### src/rtl/xmem_pkg.sv
// Shared types for the external memory bus controller.
// Assumes: none; holds only the sequencer state encoding.
package xmem_pkg;
    typedef enum logic [1:0] {
        ST_IDLE = 2'd0,
        ST_ADDR = 2'd1,
        ST_DATA = 2'd2
    } xm_state_t;
endpackage

### src/rtl/xmem_decode.sv
// Address classifier: flags an address above the internal boundary as external.
// Assumes: INT_TOP fits in ADDR_W bits.
module xmem_decode #(
    parameter int          ADDR_W  = 16,
    parameter logic [15:0] INT_TOP = 16'h10FF
) (
    input  logic [ADDR_W-1:0] addr,
    output logic              is_ext
);
    localparam logic [ADDR_W-1:0] TOP = ADDR_W'(INT_TOP);

    // Compare against the boundary.
    always_comb begin
        is_ext = (addr > TOP);
    end
endmodule

### src/rtl/xmem_seq.sv
// Access sequencer: runs the address phase, the strobed data phase with wait
// states, and the completion pulse. It also completes requests made while disabled.
// Assumes: req is only honoured in idle; ws is sampled at acceptance.
module xmem_seq
    import xmem_pkg::*;
#(
    parameter int ADDR_W = 16,
    parameter int DATA_W = 8,
    parameter int WS_W   = 2
) (
    input  logic              clk,
    input  logic              rst_n,
    input  logic              en,
    input  logic              req,
    input  logic              we,
    input  logic [ADDR_W-1:0] addr,
    input  logic [DATA_W-1:0] wdata,
    input  logic [WS_W-1:0]   ws,
    input  logic              is_ext,
    input  logic [DATA_W-1:0] ad_in,
    output logic              busy,
    output logic              done,
    output logic [DATA_W-1:0] rdata,
    output logic              rsp_ext,
    output logic              rsp_unmapped,
    output logic              ale,
    output logic              rd_n,
    output logic              wr_n,
    output logic [DATA_W-1:0] ad_out,
    output logic              ad_oe,
    output logic [ADDR_W-DATA_W-1:0] ahi_out,
    output logic              ahi_oe
);
    localparam int HI_W = ADDR_W - DATA_W;

    xm_state_t         state;
    logic [WS_W-1:0]   cnt;
    logic [WS_W-1:0]   lat_ws;
    logic [ADDR_W-1:0] lat_addr;
    logic [DATA_W-1:0] lat_wd;
    logic              lat_we;
    logic              lat_ext;
    logic              done_q;
    logic              ext_q;
    logic              unm_q;
    logic [DATA_W-1:0] rdata_q;

    // State, latched request and response registers.
    always_ff @(posedge clk) begin
        if (!rst_n) begin
            state    <= ST_IDLE;
            cnt      <= '0;
            lat_ws   <= '0;
            lat_addr <= '0;
            lat_wd   <= '0;
            lat_we   <= 1'b0;
            lat_ext  <= 1'b0;
            done_q   <= 1'b0;
            ext_q    <= 1'b0;
            unm_q    <= 1'b0;
            rdata_q  <= '0;
        end else begin
            done_q <= 1'b0;
            case (state)
                ST_IDLE: begin
                    if (req) begin
                        lat_addr <= addr;
                        lat_wd   <= wdata;
                        lat_we   <= we;
                        lat_ext  <= is_ext;
                        lat_ws   <= ws;
                        if (en) begin
                            state <= ST_ADDR;
                        end else begin
                            done_q  <= 1'b1;
                            ext_q   <= 1'b0;
                            unm_q   <= is_ext;
                            rdata_q <= '0;
                        end
                    end
                end
                ST_ADDR: begin
                    state <= ST_DATA;
                    cnt   <= lat_ws;
                end
                ST_DATA: begin
                    if (cnt == '0) begin
                        state   <= ST_IDLE;
                        done_q  <= 1'b1;
                        ext_q   <= lat_ext;
                        unm_q   <= 1'b0;
                        rdata_q <= (!lat_we && lat_ext) ? ad_in : '0;
                    end else begin
                        cnt <= cnt - 1'b1;
                    end
                end
                default: state <= ST_IDLE;
            endcase
        end
    end

    // Pin-side values decoded from the phase and the latched request.
    always_comb begin
        busy         = (state != ST_IDLE);
        done         = done_q;
        rdata        = rdata_q;
        rsp_ext      = ext_q;
        rsp_unmapped = unm_q;
        ale          = (state == ST_ADDR);
        rd_n         = !((state == ST_DATA) && !lat_we && lat_ext);
        wr_n         = !((state == ST_DATA) &&  lat_we && lat_ext);
        ad_out       = (state == ST_ADDR) ? lat_addr[DATA_W-1:0] : lat_wd;
        ad_oe        = (state == ST_ADDR) || ((state == ST_DATA) && lat_we);
        ahi_out      = lat_addr[ADDR_W-1:DATA_W];
        ahi_oe       = (state != ST_IDLE);
    end

    // The two strobes never go low together.
    assert_strobe_excl_R5: assert property (@(posedge clk) disable iff (!rst_n)
        !(!rd_n && !wr_n));

    // Internal accesses never move a strobe.
    assert_int_quiet_R8: assert property (@(posedge clk) disable iff (!rst_n)
        (busy && !lat_ext) |-> (rd_n && wr_n));

    // The latch strobe lasts one cycle.
    assert_ale_single_R3: assert property (@(posedge clk) disable iff (!rst_n)
        ale |=> !ale);

    // A strobe only falls right after the latch strobe.
    assert_rd_after_ale_R4: assert property (@(posedge clk) disable iff (!rst_n)
        $fell(rd_n) |-> $past(ale));
    assert_wr_after_ale_R4: assert property (@(posedge clk) disable iff (!rst_n)
        $fell(wr_n) |-> $past(ale));

    // Completion is a single-cycle pulse.
    assert_done_pulse_R9: assert property (@(posedge clk) disable iff (!rst_n)
        done |=> !done);

    // The data phase never outlasts the longest wait count.
    assert_ws_bound_R7: assert property (@(posedge clk) disable iff (!rst_n)
        (state == ST_DATA) |-> (cnt <= lat_ws));
endmodule

### src/rtl/xmem_pinmux.sv
// Pin override: hands the pins to the sequencer while enabled, otherwise
// passes the ordinary port values and directions through.
// Assumes: control bit order 0 = latch strobe, 1 = read, 2 = write.
module xmem_pinmux #(
    parameter int DATA_W = 8,
    parameter int HI_W   = 8
) (
    input  logic              en,
    input  logic [DATA_W-1:0] s_ad_out,
    input  logic              s_ad_oe,
    input  logic [HI_W-1:0]   s_ahi_out,
    input  logic              s_ahi_oe,
    input  logic              s_ale,
    input  logic              s_rd_n,
    input  logic              s_wr_n,
    input  logic [DATA_W-1:0] port_ad_out,
    input  logic [DATA_W-1:0] port_ad_oe,
    input  logic [HI_W-1:0]   port_ahi_out,
    input  logic [HI_W-1:0]   port_ahi_oe,
    input  logic [2:0]        port_ctl_out,
    input  logic [2:0]        port_ctl_oe,
    output logic [DATA_W-1:0] pin_ad_out,
    output logic [DATA_W-1:0] pin_ad_oe,
    output logic [HI_W-1:0]   pin_ahi_out,
    output logic [HI_W-1:0]   pin_ahi_oe,
    output logic              pin_ale,
    output logic              pin_rd_n,
    output logic              pin_wr_n,
    output logic [2:0]        pin_ctl_oe
);
    // Select the pin owner.
    always_comb begin
        if (en) begin
            pin_ad_out  = s_ad_out;
            pin_ad_oe   = {DATA_W{s_ad_oe}};
            pin_ahi_out = s_ahi_out;
            pin_ahi_oe  = {HI_W{s_ahi_oe}};
            pin_ale     = s_ale;
            pin_rd_n    = s_rd_n;
            pin_wr_n    = s_wr_n;
            pin_ctl_oe  = 3'b111;
        end else begin
            pin_ad_out  = port_ad_out;
            pin_ad_oe   = port_ad_oe;
            pin_ahi_out = port_ahi_out;
            pin_ahi_oe  = port_ahi_oe;
            pin_ale     = port_ctl_out[0];
            pin_rd_n    = port_ctl_out[1];
            pin_wr_n    = port_ctl_out[2];
            pin_ctl_oe  = port_ctl_oe;
        end
    end
endmodule

### src/rtl/xmem_bus_ctrl.sv
// Top: multiplexed external memory bus controller. It ties together the
// classifier, the sequencer and the pin override.
// Assumes: DATA_W < ADDR_W; the core sends single-cycle requests while not busy.
module xmem_bus_ctrl #(
    parameter int          ADDR_W  = 16,
    parameter int          DATA_W  = 8,
    parameter int          WS_W    = 2,
    parameter logic [15:0] INT_TOP = 16'h10FF
) (
    input  logic                     clk,
    input  logic                     rst_n,
    input  logic                     en,
    input  logic [WS_W-1:0]          ws,
    input  logic                     req,
    input  logic                     we,
    input  logic [ADDR_W-1:0]        addr,
    input  logic [DATA_W-1:0]        wdata,
    output logic                     busy,
    output logic                     done,
    output logic [DATA_W-1:0]        rdata,
    output logic                     rsp_ext,
    output logic                     rsp_unmapped,
    input  logic [DATA_W-1:0]        pin_ad_in,
    output logic [DATA_W-1:0]        pin_ad_out,
    output logic [DATA_W-1:0]        pin_ad_oe,
    output logic [ADDR_W-DATA_W-1:0] pin_ahi_out,
    output logic [ADDR_W-DATA_W-1:0] pin_ahi_oe,
    output logic                     pin_ale,
    output logic                     pin_rd_n,
    output logic                     pin_wr_n,
    output logic [2:0]               pin_ctl_oe,
    input  logic [DATA_W-1:0]        port_ad_out,
    input  logic [DATA_W-1:0]        port_ad_oe,
    input  logic [ADDR_W-DATA_W-1:0] port_ahi_out,
    input  logic [ADDR_W-DATA_W-1:0] port_ahi_oe,
    input  logic [2:0]               port_ctl_out,
    input  logic [2:0]               port_ctl_oe
);
    localparam int HI_W = ADDR_W - DATA_W;

    logic              is_ext;
    logic [DATA_W-1:0] s_ad_out;
    logic              s_ad_oe;
    logic [HI_W-1:0]   s_ahi_out;
    logic              s_ahi_oe;
    logic              s_ale;
    logic              s_rd_n;
    logic              s_wr_n;

    xmem_decode #(.ADDR_W(ADDR_W), .INT_TOP(INT_TOP)) u_dec (
        .addr   (addr),
        .is_ext (is_ext)
    );

    xmem_seq #(.ADDR_W(ADDR_W), .DATA_W(DATA_W), .WS_W(WS_W)) u_seq (
        .clk          (clk),
        .rst_n        (rst_n),
        .en           (en),
        .req          (req),
        .we           (we),
        .addr         (addr),
        .wdata        (wdata),
        .ws           (ws),
        .is_ext       (is_ext),
        .ad_in        (pin_ad_in),
        .busy         (busy),
        .done         (done),
        .rdata        (rdata),
        .rsp_ext      (rsp_ext),
        .rsp_unmapped (rsp_unmapped),
        .ale          (s_ale),
        .rd_n         (s_rd_n),
        .wr_n         (s_wr_n),
        .ad_out       (s_ad_out),
        .ad_oe        (s_ad_oe),
        .ahi_out      (s_ahi_out),
        .ahi_oe       (s_ahi_oe)
    );

    xmem_pinmux #(.DATA_W(DATA_W), .HI_W(HI_W)) u_mux (
        .en           (en),
        .s_ad_out     (s_ad_out),
        .s_ad_oe      (s_ad_oe),
        .s_ahi_out    (s_ahi_out),
        .s_ahi_oe     (s_ahi_oe),
        .s_ale        (s_ale),
        .s_rd_n       (s_rd_n),
        .s_wr_n       (s_wr_n),
        .port_ad_out  (port_ad_out),
        .port_ad_oe   (port_ad_oe),
        .port_ahi_out (port_ahi_out),
        .port_ahi_oe  (port_ahi_oe),
        .port_ctl_out (port_ctl_out),
        .port_ctl_oe  (port_ctl_oe),
        .pin_ad_out   (pin_ad_out),
        .pin_ad_oe    (pin_ad_oe),
        .pin_ahi_out  (pin_ahi_out),
        .pin_ahi_oe   (pin_ahi_oe),
        .pin_ale      (pin_ale),
        .pin_rd_n     (pin_rd_n),
        .pin_wr_n     (pin_wr_n),
        .pin_ctl_oe   (pin_ctl_oe)
    );

    // While enabled, the controller owns every control pin.
    assert_ctl_owned_R11: assert property (@(posedge clk) disable iff (!rst_n)
        (en && !busy) |-> (pin_ctl_oe == 3'b111 && pin_rd_n && pin_wr_n && !pin_ale));

    // A request made while disabled completes on the next cycle.
    assert_off_done_R10: assert property (@(posedge clk) disable iff (!rst_n)
        (!en && !busy && req) |=> done);
endmodule

### config.mk
export PLATFORM = sky130hd
export DESIGN_NAME = xmem_bus_ctrl
export DESIGN_NICKNAME = d
export VERILOG_FILES = /design/src/rtl/xmem_pkg.sv /design/src/rtl/xmem_decode.sv /design/src/rtl/xmem_seq.sv /design/src/rtl/xmem_pinmux.sv /design/src/rtl/xmem_bus_ctrl.sv
export SDC_FILE = /design/constraint.sdc
export NUM_CORES = 1
export LEC_CHECK = 0
export CORE_MARGIN = 4
export CORE_UTILIZATION = 28
export DETAILED_ROUTE_END_ITERATION = 8
export GPL_ROUTABILITY_DRIVEN = 0
export GPL_TIMING_DRIVEN = 0
export PLACE_DENSITY = 0.65
export REMOVE_ABC_BUFFERS = 1
export SLEW_MARGIN = 25
export SYNTH_ARGS = -nofsm -noshare
export SYNTH_HDL_FRONTEND = slang
export SYNTH_SLANG_ARGS = --single-unit
export TNS_END_PERCENT = 50
### constraint.sdc
create_clock -name clk -period 1.5 [get_ports clk]
set_clock_uncertainty 0.15 [all_clocks]
set_input_delay 0.225 -clock clk [delete_from_list [all_inputs] [get_ports clk]]
set_output_delay 0.225 -clock clk [all_outputs]
set_load 0.01 [all_outputs]
### Word-level counts from Yosys, hierarchy flattened

Index checks and enable logic that the tools add are counted.

| storage, ports and cells | value |
|---|---|
| register bits after elaboration | 43 |
| bits of input ports | 77 |
| logic and storage cells | 70 |

| operators by class | value |
|---|---|
| $add $sub $neg | 1 |
| $lt $le $gt $ge | 1 |
| equality and inequality tests | 7 |
| multiplexer cells | 32 |
| reduce and logical (&&, ||, !) cells | 18 |

Operator list:

| operator | count |
|---|---|
| $mux W8 | 9 |
| $gt A16 B13 Y1 const B | 1 |
| $pmux W8 S2 | 1 |
| $mux W1 | 12 |
| $mux W2 | 4 |
| $ne A2 B2 Y1 const B | 4 |
| $pmux W1 S2 | 3 |
| $pmux W2 S3 | 1 |
| $reduce_bool A2 Y1 | 3 |
| $logic_and A1 B1 Y1 | 5 |
| $logic_not A2 Y1 | 2 |
| $pmux W2 S2 | 1 |
| $reduce_and A2 Y1 | 2 |
| $reduce_and A4 Y1 | 1 |
| $logic_not A1 Y1 | 3 |
| $mux W3 | 1 |
| $reduce_and A3 Y1 | 1 |
| $eq A2 B1 Y1 const B | 1 |
| $eq A2 B2 Y1 const B | 1 |
| $ne A2 B1 Y1 const B | 1 |
| $sub A2 B1 Y2 const B | 1 |
| $logic_or A1 B1 Y1 | 1 |

### Longest topological paths before layout

Gate-level depths: netlist of the first run.

| logic depth | value |
|---|---|
| depth in word-level cells | 5 |
| mapped depth | 6 |
| gate-level depth less buffers | 5 |

### Modules after synthesis

A second synthesis of the first run with hierarchy kept.

| unflattened totals | value |
|---|---|
| cell total of the unflattened synthesis | 267 |
| area, all modules | 2399.8 um^2 |

Modules (own cells, without submodules):

| module | instances | cells each | area each (um^2) |
|---|---|---|---|
| xmem_seq | 1 | 222 | 1866.8 |
| xmem_pinmux | 1 | 42 | 515.5 |
| xmem_decode | 1 | 3 | 17.5 |

### Worst setup path before layout of the first run

Ideal clock, no wire load.

| timing | value |
|---|---|
| path type | register to output |
| from | register u_seq.state[1] |
| to | output port pin_ahi_oe[0] |
| arrival | 1.185 ns |
| required time | 1.125 ns |
| slack | -0.060 ns |
| stages on the path, launching flop included | 5 |
| path buffers | 1 |
| cell sequence | dfxtp_1 -> buf_2 -> or2_1 -> nor2_1 -> nor2_1 |

| between the ends | value |
|---|---|
| longest elaborated chain between the ends | 2 |

Ends and longest elaborated chain:

| element | RTL line | text |
|---|---|---|
| from (decl) | xmem_seq.sv:36 | `xm_state_t state;` |
| from (signal assigned) | xmem_seq.sv:51 | `state <= ST_IDLE;` |
| from (signal assigned) | xmem_seq.sv:73 | `state <= ST_ADDR;` |
| from (signal assigned) | xmem_seq.sv:83 | `state <= ST_DATA;` |
| $reduce_bool A2 Y1 | n/a |  |
| via busy | xmem_bus_ctrl.sv:18 | `output logic busy,` |
| $mux W8 | xmem_pinmux.sv:33 | `if (en) begin` |
| to (decl) | xmem_bus_ctrl.sv:27 | `output logic [ADDR_W-DATA_W-1:0] pin_ahi_oe,` |

The timed path passes the listed nets, and every way through them passes these cells.

### Worst setup path after layout of the first run

| timing | value |
|---|---|
| from | register u_seq.state[0] |
| to | output port pin_ad_out[5] |

| between the ends | value |
|---|---|
| longest elaborated chain between the ends | 3 |

Ends and longest elaborated chain:

| element | RTL line | text |
|---|---|---|
| $eq A2 B1 Y1 | xmem_seq.sv:112 | `ad_out = (state == ST_ADDR) ? lat_addr[DATA_W-1:0] : lat_wd;` |
| $mux W8 | xmem_seq.sv:112 |  |
| $mux W8 | xmem_pinmux.sv:33 |  |
| to (decl) | xmem_bus_ctrl.sv:24 | `output logic [DATA_W-1:0] pin_ad_out,` |

Every way passes these cells.

==> summary.md, run 1 <==
| Metric | Value |
|---|---|
| Internal power | `between 0.002 and 0.0025 W` |
| Status | `finished, violations left` |
| Drt pass-1 iters | `4` |
| Failing checks | `setup timing` |
| Hold Startpoint | `en` |
| Comb pwr share | `between 30% and 40%` |
| WS Path Type | `reg -> out` |
| Startpoint types | `register` |
| Final Cycle Share | `123.3%` |
| Sw Share | `between 20% and 30%` |
| Clk_lat worst skew | `roughly 290 ps` |
| Required @ worst endpoint | `between 1000 and 1500 ps` |
| Share of the yosys chip area belonging to registers | `40.23%` |
| Area contributors post-synth | `dfxtp_1 40%, nand2_1 11%, a21oi_1 8.9%` |
| Peak Freq | `0.5406 GHz` |
| Synthesized cell area | `2140 sq um` |
| Internal reg-to-reg setup slack | `-210 ps` |
| Worst Path Buf+Inv | `2` |
| Clock-pin slew on the worst setup and hold paths | `around 80 ps` |
| Primary FF master, synth | `dfxtp_1` |
| Cell family with the largest share of critical-path delay | `flip-flops` |
| Worst flop-to-flop path endpoint | `u_seq.rsp_unmapped` |
| CTS tree | `yes` |
| CP max stage cell | `dfxtp_4` |
| Clock power frac | `between 20% and 30%` |
| RSZ-0062 raised after global routing | `true` |
| Max VDD drop | `around 0.34 mV` |
| Seq pwr share | `a little over two fifths` |
| Largest net degree at the start of global routing | `29` |
| CTS Hold Bufs | `0` |
| CP peak stage delay | `roughly 370 ps` |
| Worst slew pin tran | `549.3 ps` |
| DR iter-0 viols | `86` |
| I/O pins | `127` |
| Global route overflow | `0` |
| Synth warn | `0` |
| Pwr Density | `about 700 nW/um^2` |
| Hold Path Stages | `3` |
| Die area | `between 9000 and 10000 sq um` |
| Cell Chain, Critical Path | `nor2b_4, buf_12, mux2i_2, a21oi_2, buf_2` |
| Fin nets | `508` |
| NetSw | `just under 0.0008 W` |
| Post-route ant nets | `0` |
| Max-slew violations | `0` |
| P&R area growth vs syn | `86.96%` |
| Vias per cell | `approximately 4.7` |
| Num Clock Sinks | `43` |
| Vias in the first global route | `2393` |
| Final WS setup | `-349.7 ps` |
| Proportion of layout cells with a drive suffix above 1 | `around a third` |
| Final Instance Area | `about 4000 sq um` |
| Most common cell after layout, fill and taps aside | `clkdlybuf4s50_1` |
| Critical Path Fanout Max | `5` |
| Cell taking the most area after synthesis | `dfxtp_1` |
| Inserted Diodes | `0` |
| FP Rows | `31` |
| Total design power | `approximately 0.0028 W` |
| Max_slew headroom | `between 60% and 70%` |
| Global-route wire length before repair | `approximately 12 mm` |
| Most frequent cells in the layout | `74 x clkdlybuf4s50_1, 61 x nand2_1, 41 x dfxtp_1, 34 x buf_2, 24 x nor2_1` |
| Cells after Synth | `282` |
| R2R depth | `5` |
| Yosys reg bits | `43` |
| Post-synth cell types | `32` |
| Initial antenna violation count | `0` |
| HP Class | `in -> reg` |
| Post-synth EDFFs | `0` |
| Placed Instance Area | `3463 sq um` |
| Worst r2r src | `u_seq.state[1]` |
| Die X | `about 95 um` |
| CP arrival | `~1500 ps` |
| Final Hold Fails | `0` |
| Gr usage total | `16.07%` |
| Hold Path End | `u_seq.state[0]` |
| Vias | `between 2000 and 2500` |
| Wire per inst | `14.31 um` |
| H-tree levels | `2` |
| Port Buffer Count | `approximately 130` |
| Max_cap viols | `0` |
| Final min period | `1850 ps` |
| Syn avg cell area | `7.587 sq um` |
| CP endpoint kind | `output pin` |
| Remaining DRCs | `0` |
| Core ar. | `between 7000 and 8000 sq um` |
| Starting Density | `a little under 30%` |
| Asr flop ratio synth | `0%` |
| Die H | `between 90 and 100 um` |
| CTS Buf Count | `5` |
| Stages on worst setup path | `5` |
| Yosys top cell area share | `40.23%` |
| Pleak | `around 1.8 nW` |
| Final setup fails | `64` |
| Max clock buf depth | `2` |
| Final WL | `7.569 mm` |
| Clock Root Buffer | `clkbuf_8` |
| HPWL Detailed | `approximately 4.8 mm` |
-- cell type report --
class	instances	area, sq um
Clock buffer	6	82.58
Clock inverter	1	5.005
Fill cell	679	3331
Inverter	12	48.80
Multi-Input combinational cell	208	1339
Sequential cell	43	868.3
Tap cell	99	123.9
Timing Repair Buffer	159	1525
Timing Repair inverter	1	7.507
-- routing by layer --
layer | wire, um | up-vias | GRT usage [%]
met4 | 27 | 0 | 2.844
li1 | - | 1243 | -
met5 | 0 | - | 0
met1 | 3094 | 1157 | 20.13
met2 | 3815 | 78 | 28.05
met3 | 631 | 2 | 4.183
-- how the worst max path moves through the flow --
stage,startpoint,slack [ps],endpoint
2_1_floorplan,u_seq.state[1],-1020,u_seq.lat_ext
3_3_place_gp,req,-2280,u_seq.lat_addr[11]
3_5_place_dp,u_seq.state[0],-1220,pin_ad_oe[4]
4_1_cts,u_seq.state[0],-410,pin_ad_out[5]
5_1_grt,u_seq.state[0],-450,pin_ad_out[4]
6_report,u_seq.state[0],-350,pin_ad_out[5]
-- power groups by stage --
stage | Combinational (W) | Clock [W] | Sequential, W
final | 0.000849 | 0.000739 | 0.00123
after floorplan | 0.000270 | 0 | 0.00125
after detailed placement | 0.000726 | 0 | 0.00126
after global routing | 0.000918 | 0.000816 | 0.00124
after global placement | 0.000706 | 0 | 0.00126
after CTS | 0.000779 | 0.000759 | 0.00123
-- cells in the mapped netlist (2+ instances only) --
library cell,n
nand3_1,9
o21ai_1,10
mux2i_1,16
inv_1,12
nor2b_1,2
clkbuf_1,13
buf_2,7
dfxtp_1,43
a21oi_1,38
nand2_1,64
or2_2,3
and3b_1,2
a211oi_1,2
buf_6,2
nor2_1,30
a31oi_1,2
o21ai_0,2
nor3_1,2
or3b_1,2
mux2_2,9
-- flip-flops by register name (all words and copies together), names as in the netlist --
| signal | flops |
|---|---|
| u_seq.lat_addr | 16 |
| u_seq.cnt | 2 |
| u_seq.lat_wd | 8 |
| u_seq.rsp_unmapped | 1 |
| u_seq.lat_ext | 1 |
| u_seq.rsp_ext | 1 |
| u_seq.lat_we | 1 |
| u_seq.rdata | 8 |
| u_seq.done | 1 |
| u_seq.state | 2 |
| u_seq.lat_ws | 2 |
-- worst min-delay path: stages --
cell	delay (ps)
buf_16	140
inv_1	120
nor3_1	60
-- per-stage QoR --
step / util, % / hold WS (ps) / worst slack (ps) / TNS, ps / instances
after floorplan: - / 208.4 / -1018 / -37930 / 260
final: 54.57 / 151.4 / -349.7 / -12090 / 529
after CTS: 51.32 / 148.0 / -408.6 / -13180 / 521
after global placement: 46.63 / 292.0 / -2280 / -154610 / 485
after detailed placement: 47.24 / 296.1 / -1215 / -64070 / 488
after global routing: 54.57 / 165.5 / -446.6 / -16650 / 529
-- logic make-up (layout without fill, tap and decap cells) --
family                     count (synthesis)  count (layout)  share of synthesized area (%)
adders and majority gates                  1               1                         0.5847
buffers and inverters                     34             179                          7.076
DFF                                       43              43                          40.23
muxes                                     25              25                          12.22
xor gates and xnor gates                   1               1                         0.4094
and+or+nand+nor                          117             119                          23.39
AOI/OAI and AO/OA                         61              62                          16.08
-- what timing repair did --
item	4_1_cts	5_1_grt
endpoints found under the setup margin	92	83
pin swaps	20	11
buffers inserted	20	7
resized for setup	198	54
cloned	6	1
No activity file was read; power rests on OpenSTA's default activity.
==> run 2: changes to the inputs <==
--- a/config.mk
+++ b/config.mk
@@ -5,7 +5,6 @@
 export SDC_FILE = /design/constraint.sdc
 export NUM_CORES = 1
 export LEC_CHECK = 0
-export CORE_MARGIN = 4
 export CORE_UTILIZATION = 28
 export DETAILED_ROUTE_END_ITERATION = 8
 export GPL_ROUTABILITY_DRIVEN = 0
==> run 2 against run 1 <==
Effect of this change: the flow still finishes with violations (setup timing); setup slack gained 5.8 ps; maximum frequency grew 0.31%; flip-flop and latch count is the same; cell count grew 0.38%; critical endpoint is now pin_ad_out[0]; largest cell class unchanged.
==> summary.md, run 2 (synthesis gave the netlist of run 1 again) <==
| Metric | Value |
|---|---|
| Peak Freq | `0.5423 GHz (was 0.5406 GHz)` |
| RSZ-0062 raised after global routing | `true (unchanged)` |
| Failing checks | `setup timing (unchanged)` |
| Vias per cell | `4.623 (was 4.688)` |
| Inserted Diodes | `0 (unchanged)` |
| Most common cell after layout, fill and taps aside | `clkdlybuf4s50_1 (unchanged)` |
| Clock power frac | `30.9% (was 26.2%)` |
| Final WS setup | `-343.9 ps (was -349.7 ps)` |
| Proportion of layout cells with a drive suffix above 1 | `31.48% (was 31.86%)` |
| Final Hold Fails | `0 (unchanged)` |
| Top reg by flops | `u_seq.lat_addr (unchanged)` |
| WS Path Type | `reg -> out (unchanged)` |
| Die X | `89.42 um (was 95.42 um)` |
| Max VDD drop | `0.5035 mV (was 0.3409 mV)` |
| Hold Path Stages | `3 (unchanged)` |
| Wire per inst | `13.81 um (was 14.31 um)` |
| Hold Startpoint | `en (unchanged)` |
| HPWL Detailed | `4.180 mm (was 4.755 mm)` |
| Critical Path Fanout Max | `7 (was 5)` |
| Port Buffer Count | `126 (unchanged)` |
| FP Rows | `31 (unchanged)` |
| NetSw | `0.0007926 W (was 0.0007716 W)` |
| Hold Worst Slack | `146.8 ps (was 151.4 ps)` |
| Cell Chain, Critical Path | `nor2b_4, buf_12, mux2i_4, a21oi_2, buf_2 (was nor2b_4, buf_12, mux2i_2, a21oi_2, buf_2)` |
| Required @ worst endpoint | `1120 ps (about the same)` |
| R2R depth | `4 (was 5)` |
| CP arrival | `1470 ps (about the same)` |
| Placed Instance Area | `3463 sq um (unchanged)` |
| CTS tree | `yes (unchanged)` |
| Vias in the first global route | `2252 (was 2393)` |
| Initial antenna violation count | `0 (unchanged)` |
| Pleak | `1.743 nW (was 1.837 nW)` |
| Most frequent cells in the layout | `74 x clkdlybuf4s50_1, 64 x nand2_1, 41 x dfxtp_1, 29 x a21oi_1, 27 x buf_2 (was 74 x clkdlybuf4s50_1, 61 x nand2_1, 41 x dfxtp_1, 34 x buf_2, 24 x nor2_1)` |
| Clock Root Buffer | `clkbuf_8 (unchanged)` |
| Status | `finished, violations left (unchanged)` |
| Drt pass-1 iters | `4 (unchanged)` |
| Die area | `7995 sq um (was 9104 sq um)` |
| Startpoint types | `register (unchanged)` |
| Global-route wire length before repair | `10.78 mm (was 11.55 mm)` |
| Clock-pin slew on the worst setup and hold paths | `90 ps (was 80 ps)` |
| Global route overflow | `0 (unchanged)` |
| CP peak stage delay | `370 ps (about the same)` |
| DR iter-0 viols | `70 (was 86)` |
| Remaining DRCs | `0 (unchanged)` |
| Comb pwr share | `28.7% (was 30.1%)` |
| Core ar. | `7331 sq um (unchanged)` |
| Seq pwr share | `40.4% (was 43.7%)` |
| Die H | `89.42 um (was 95.42 um)` |
| Placed cells | `488 (unchanged)` |
| Final setup fails | `63 (was 64)` |
| Post-route ant nets | `0 (unchanged)` |
| Largest net degree at the start of global routing | `22 (was 29)` |
| CP endpoint kind | `output pin (unchanged)` |
| Internal reg-to-reg setup slack | `-170 ps (was -210 ps)` |
| Worst r2r src | `u_seq.state[1] (unchanged)` |
| Fillers | `666 (was 679)` |
| Fin nets | `509 (was 508)` |
| Num Clock Sinks | `43 (unchanged)` |
| H-tree levels | `2 (unchanged)` |
| CTS Hold Bufs | `0 (unchanged)` |
| HP Class | `in -> reg (unchanged)` |
| Max-slew violations | `0 (unchanged)` |
| Gr usage total | `17.94% (was 16.07%)` |
| P&R area growth vs syn | `88.65% (was 86.96%)` |
| Internal power | `0.002248 W (was 0.002047 W)` |
| Worst slew pin tran | `512.5 ps (was 549.3 ps)` |
| Final min period | `1844 ps (was 1850 ps)` |
| Starting Density | `29.19% (unchanged)` |
| Non-Filler Instances | `531 (was 529)` |
| Final WL | `7.332 mm (was 7.569 mm)` |
| Final Instance Area | `4036 sq um (was 4000 sq um)` |
| Sw Share | `26.07% (was 27.38%)` |
| CTS Buf Count | `5 (unchanged)` |
| Max_slew headroom | `65.57% (was 62.90%)` |
| I/O pins | `127 (unchanged)` |
| Worst flop-to-flop path endpoint | `u_seq.rsp_unmapped (unchanged)` |
| Sum Neg Setup Slack | `-11130 ps (was -12090 ps)` |
| Max FFs per register | `16 (unchanged)` |
| CP max stage cell | `dfxtp_4 (unchanged)` |
| Total design power | `0.003040 W (was 0.002818 W)` |
| Max_cap viols | `0 (unchanged)` |
| Final Cycle Share | `122.9% (was 123.3%)` |
| Hold Path End | `u_seq.state[0] (unchanged)` |
| Clk_lat worst skew | `300 ps (was 290 ps)` |
| Max clock buf depth | `2 (unchanged)` |
| Pwr Density | `753.2 nW/um^2 (was 704.6 nW/um^2)` |
| Vias | `2455 (was 2480)` |
run 2: cell types whose count changed in the layout (fill, tap and decap cells not counted), sizes merged:
cell / previous run / this run
dlygate4sd2: 0 / 11
dlymetal6s2s: 11 / 0
buf: 70 / 62
clkbuf: 8 / 15
bufbuf: 0 / 3
bufinv: 0 / 1
clkdlybuf4s15: 1 / 0
run 2: routing by layer:
| layer | share of wire (%) | global-route usage [%] | up-vias |
|---|---|---|---|
| met4 | 0.80 | 4.329 | 0 |
| met3 | 7.5 | 4.801 | 6 |
| li1 | - | - | 1243 |
| met1 | 43 | 21.51 | 1118 |
| met5 | 0 | 0 | - |
| met2 | 49 | 31.85 | 88 |
run 2: worst max-delay path: cells and delay by family, from the launching register on:
family / cells / cell delay, ps
DFF: 1 / 370
muxes: 1 / 230
buffers and inverters: 2 / 300
and+or+nand+nor: 1 / 200
AOI/OAI and AO/OA: 1 / 70
run 2: layout make-up:
cell class	instances	area (sq um)	share of cell area, %
Clock inverter	2	35.03	0.8679
Inverter	12	48.80	1.209
Timing Repair Buffer	160	1525	37.79
Tap cell	99	123.9	3.069
Multi-Input combinational cell	208	1345	33.32
Clock buffer	6	82.58	2.046
Sequential cell	43	868.3	21.51
Timing Repair inverter	1	7.507	0.1860
run 2: power groups by stage:
stage	clock network, W	logic [W]	registers, W
after global routing	0.00101	0.000951	0.00124
after floorplan	0	0.000270	0.00125
after detailed placement	0	0.000722	0.00126
after CTS	0.000963	0.000832	0.00123
final	0.000939	0.000873	0.00123
after global placement	0	0.000704	0.00126
run 2: how the worst max path moves through the flow:
stage                        start              end  slack [ps]  cells past startpoint
CTS                 u_seq.state[0]    pin_ad_out[0]        -320                      5
global route        u_seq.state[0]    pin_ad_out[1]        -420                      5
global placement               req  u_seq.lat_ws[1]       -2330                      4
finish              u_seq.state[0]    pin_ad_out[0]        -340                      5
detailed placement  u_seq.state[0]     pin_ad_oe[3]       -1250                      4
floorplan           u_seq.state[1]    u_seq.lat_ext       -1020                      2
run 2: what timing repair did:
item | CTS | global route
setup buffers | 23 | 5
pin swaps | 28 | 11
gates resized for setup | 196 | 41
cloned | 7 | 0
setup endpoints to repair | 92 | 78
run 2: metrics by stage:
step | setup slack, ps | utilization (%)
after floorplan | -1018 | -
after global placement | -2330 | 46.63
after detailed placement | -1248 | 47.24
after CTS | -319.1 | 53.54
after global routing | -415.3 | 55.06
final | -343.9 | 55.06
==> run 3: changes to the inputs <==
--- a/config.mk
+++ b/config.mk
@@ -5,11 +5,13 @@
 export SDC_FILE = /design/constraint.sdc
 export NUM_CORES = 1
 export LEC_CHECK = 0
-export CORE_UTILIZATION = 28
+export CELL_PAD_IN_SITES_DETAIL_PLACEMENT = 1
+export CELL_PAD_IN_SITES_GLOBAL_PLACEMENT = 1
+export CORE_UTILIZATION = 23
 export DETAILED_ROUTE_END_ITERATION = 8
 export GPL_ROUTABILITY_DRIVEN = 0
 export GPL_TIMING_DRIVEN = 0
-export PLACE_DENSITY = 0.65
+export PLACE_DENSITY_LB_ADDON = 0.1
 export REMOVE_ABC_BUFFERS = 1
 export SLEW_MARGIN = 25
 export SYNTH_ARGS = -nofsm -noshare
==> run 3 against run 2 <==
Effect of this change: combinational power rose by 2%; via count rose by 2.4%; critical path depth rose by 1; first-iteration DRC count fell by 67%; utilization fell by 9.6 points; register-to-register slack got worse by 70 ps; count of clock-buffer cells in the layout did not move; the run ends with DRC, setup timing left; non-clock buffer count rose by 1; maximum frequency fell by 1.5%; clock power fell by 18%; global-route usage fell by 0.090 points; worst hold slack improved by 160 ps.
==> summary.md, run 3 (synthesis gave the netlist of run 1 again) <==
| Metric | Value |
|---|---|
| Drt pass-1 iters | `8 (was 4)` |
| Final WL | `8.694 mm (was 7.332 mm)` |
| Uppermost layer routed | `met4 (unchanged)` |
| Final Core Density | `45.45% (was 55.06%)` |
| Num Clock Sinks | `43 (unchanged)` |
| Initial antenna violation count | `0 (unchanged)` |
| Met1 Wirelength | `3.870 mm (was 3.150 mm)` |
| Gr usage total | `17.85% (was 17.94%)` |
| RSZ-0062 raised after global routing | `true (unchanged)` |
| Vias in the first global route | `2630 (was 2252)` |
| Die X | `98.45 um (was 89.42 um)` |
| Clock-pin slew on the worst setup and hold paths | `80 ps (was 90 ps)` |
| P&R area growth vs syn | `87.95% (was 88.65%)` |
| Max FFs per register | `16 (unchanged)` |
| Proportion of layout cells with a drive suffix above 1 | `31.55% (was 31.48%)` |
| DP Worst Slack | `-1376 ps (was -1248 ps)` |
| Status | `finished, violations left (unchanged)` |
| Peak Freq | `0.5344 GHz (was 0.5423 GHz)` |
| Max-slew violations | `0 (unchanged)` |
| Port Buffer Count | `126 (unchanged)` |
| DR iter-0 viols | `23 (was 70)` |
| Pwr Density | `719.0 nW/um^2 (was 753.2 nW/um^2)` |
| Final WS setup | `-371.4 ps (was -343.9 ps)` |
| Most common cell after layout, fill and taps aside | `clkdlybuf4s50_1 (unchanged)` |
| Die H | `98.45 um (was 89.42 um)` |
| Global route overflow | `0 (unchanged)` |
| Max_slew headroom | `55.38% (was 65.57%)` |
| CTS tree | `yes (unchanged)` |
| I/O pins | `127 (unchanged)` |
| Vias | `2514 (was 2455)` |
| CP endpoint kind | `output pin (unchanged)` |
| CTS Buf Count | `5 (unchanged)` |
| Max clock buf depth | `2 (unchanged)` |
| Total design power | `0.002891 W (was 0.003040 W)` |
| HPWL Detailed | `5.225 mm (was 4.180 mm)` |
| Die area | `9692 sq um (was 7995 sq um)` |
| Most frequent cells in the layout | `73 x clkdlybuf4s50_1, 56 x nand2_1, 36 x dfxtp_1, 35 x a21oi_1, 25 x buf_2 (was 74 x clkdlybuf4s50_1, 64 x nand2_1, 41 x dfxtp_1, 29 x a21oi_1, 27 x buf_2)` |
| Startpoint types | `register (unchanged)` |
| Starting Density | `24.18% (was 29.19%)` |
| Core ar. | `8848 sq um (was 7331 sq um)` |
| Global-route wire length before repair | `13.48 mm (was 10.78 mm)` |
| H-tree levels | `2 (unchanged)` |
| Final min period | `1871 ps (was 1844 ps)` |
| Fillers | `1049 (was 666)` |
| Worst slew pin tran | `668.3 ps (was 512.5 ps)` |
| WS Path Type | `reg -> out (unchanged)` |
| Met3 wire len | `344 um (was 548 um)` |
| Wire per inst | `16.13 um (was 13.81 um)` |
| Hold Worst Slack | `308.9 ps (was 146.8 ps)` |
| Clk_lat worst skew | `290 ps (was 300 ps)` |
| Clock Root Buffer | `clkbuf_8 (unchanged)` |
| Max_cap viols | `0 (unchanged)` |
| HP Class | `reg -> reg (was in -> reg)` |
| Pleak | `1.746 nW (was 1.743 nW)` |
| Final setup fails | `65 (was 63)` |
| Post-route ant nets | `0 (unchanged)` |
| Required @ worst endpoint | `1120 ps (about the same)` |
| Final Instance Area | `4021 sq um (was 4036 sq um)` |
| Critical Path Fanout Max | `8 (was 7)` |
| Max VDD drop | `0.3335 mV (was 0.5035 mV)` |
| Remaining DRCs | `3 (was 0)` |
| Vias per cell | `4.664 (was 4.623)` |
| Final Cycle Share | `124.8% (was 122.9%)` |
| Multi-input logic area | `1333 sq um (was 1345 sq um)` |
| Largest net degree at the start of global routing | `34 (was 22)` |
| Placed Instance Area | `3478 sq um (was 3463 sq um)` |
| Top reg by flops | `u_seq.lat_addr (unchanged)` |
| Inserted Diodes | `0 (unchanged)` |
| CP arrival | `1500 ps (was 1470 ps)` |
| CTS Hold Bufs | `0 (unchanged)` |
| Final Hold Fails | `0 (unchanged)` |
| Fin nets | `509 (unchanged)` |
| Met2 WL | `4.445 mm (was 3.574 mm)` |
| Failing checks | `DRC, setup timing (was setup timing)` |
| Sequential cell area | `874.6 sq um (was 868.3 sq um)` |
| FP Rows | `34 (was 31)` |
[run 3: cell type report]
class / instances / share of cell area [%]
timing repair buffer: 161 / 38.46
multi-input combinational: 208 / 33.14
sequential: 43 / 21.75
tap: 108 / 3.360
clock buffer: 6 / 2.054
inverter: 12 / 1.120
clock inverter: 1 / 0.1245
[run 3: timing repair]
action                     4_1_cts  5_1_grt
setup endpoints to repair       92       77
setup buffers                   31        3
pin swaps                       32       18
cloned                           6        1
gates resized for setup        201       47
[run 3: worst paths after layout]
kind / from / to / slack, ps / cells past startpoint
setup / recovery: u_seq.state[0] / pin_ad_oe[5] / -370 / 6
hold / removal: u_seq.lat_addr[15] / u_seq.lat_addr[15] / 310 / 2
setup reg to reg: u_seq.state[1] / u_seq.rsp_unmapped / -240 / 5
hold reg to reg: u_seq.lat_addr[15] / u_seq.lat_addr[15] / 310 / 2
[run 3: critical path: stages, from the launching register on]
cell and delay, ps:
dfxtp_4 370, nor2b_4 150, buf_4 140, o21ai_4 200
buf_4 150, o21ai_1 40, buf_2 140
[run 3: where the power goes]
group | internal (W) | switching, W
Clock | 0.000362 | 0.000405
Combinational | 0.000514 | 0.000377
Sequential | 0.00120 | 0.0000370
Total | 0.00207 | 0.000819
[run 3: per-layer routing]
metal	vias up	GRT usage (%)
li1	1252	-
met1	1202	21.33
met2	55	33.26
met3	5	3.546
met4	0	3.215
met5	-	0
[run 3: per-stage QoR]
stage,TNS (ps),cells
after floorplan,-37930,260
after global placement,-172870,494
after detailed placement,-59690,497
after CTS,-12360,541
after global routing,-16690,539
final,-13500,539
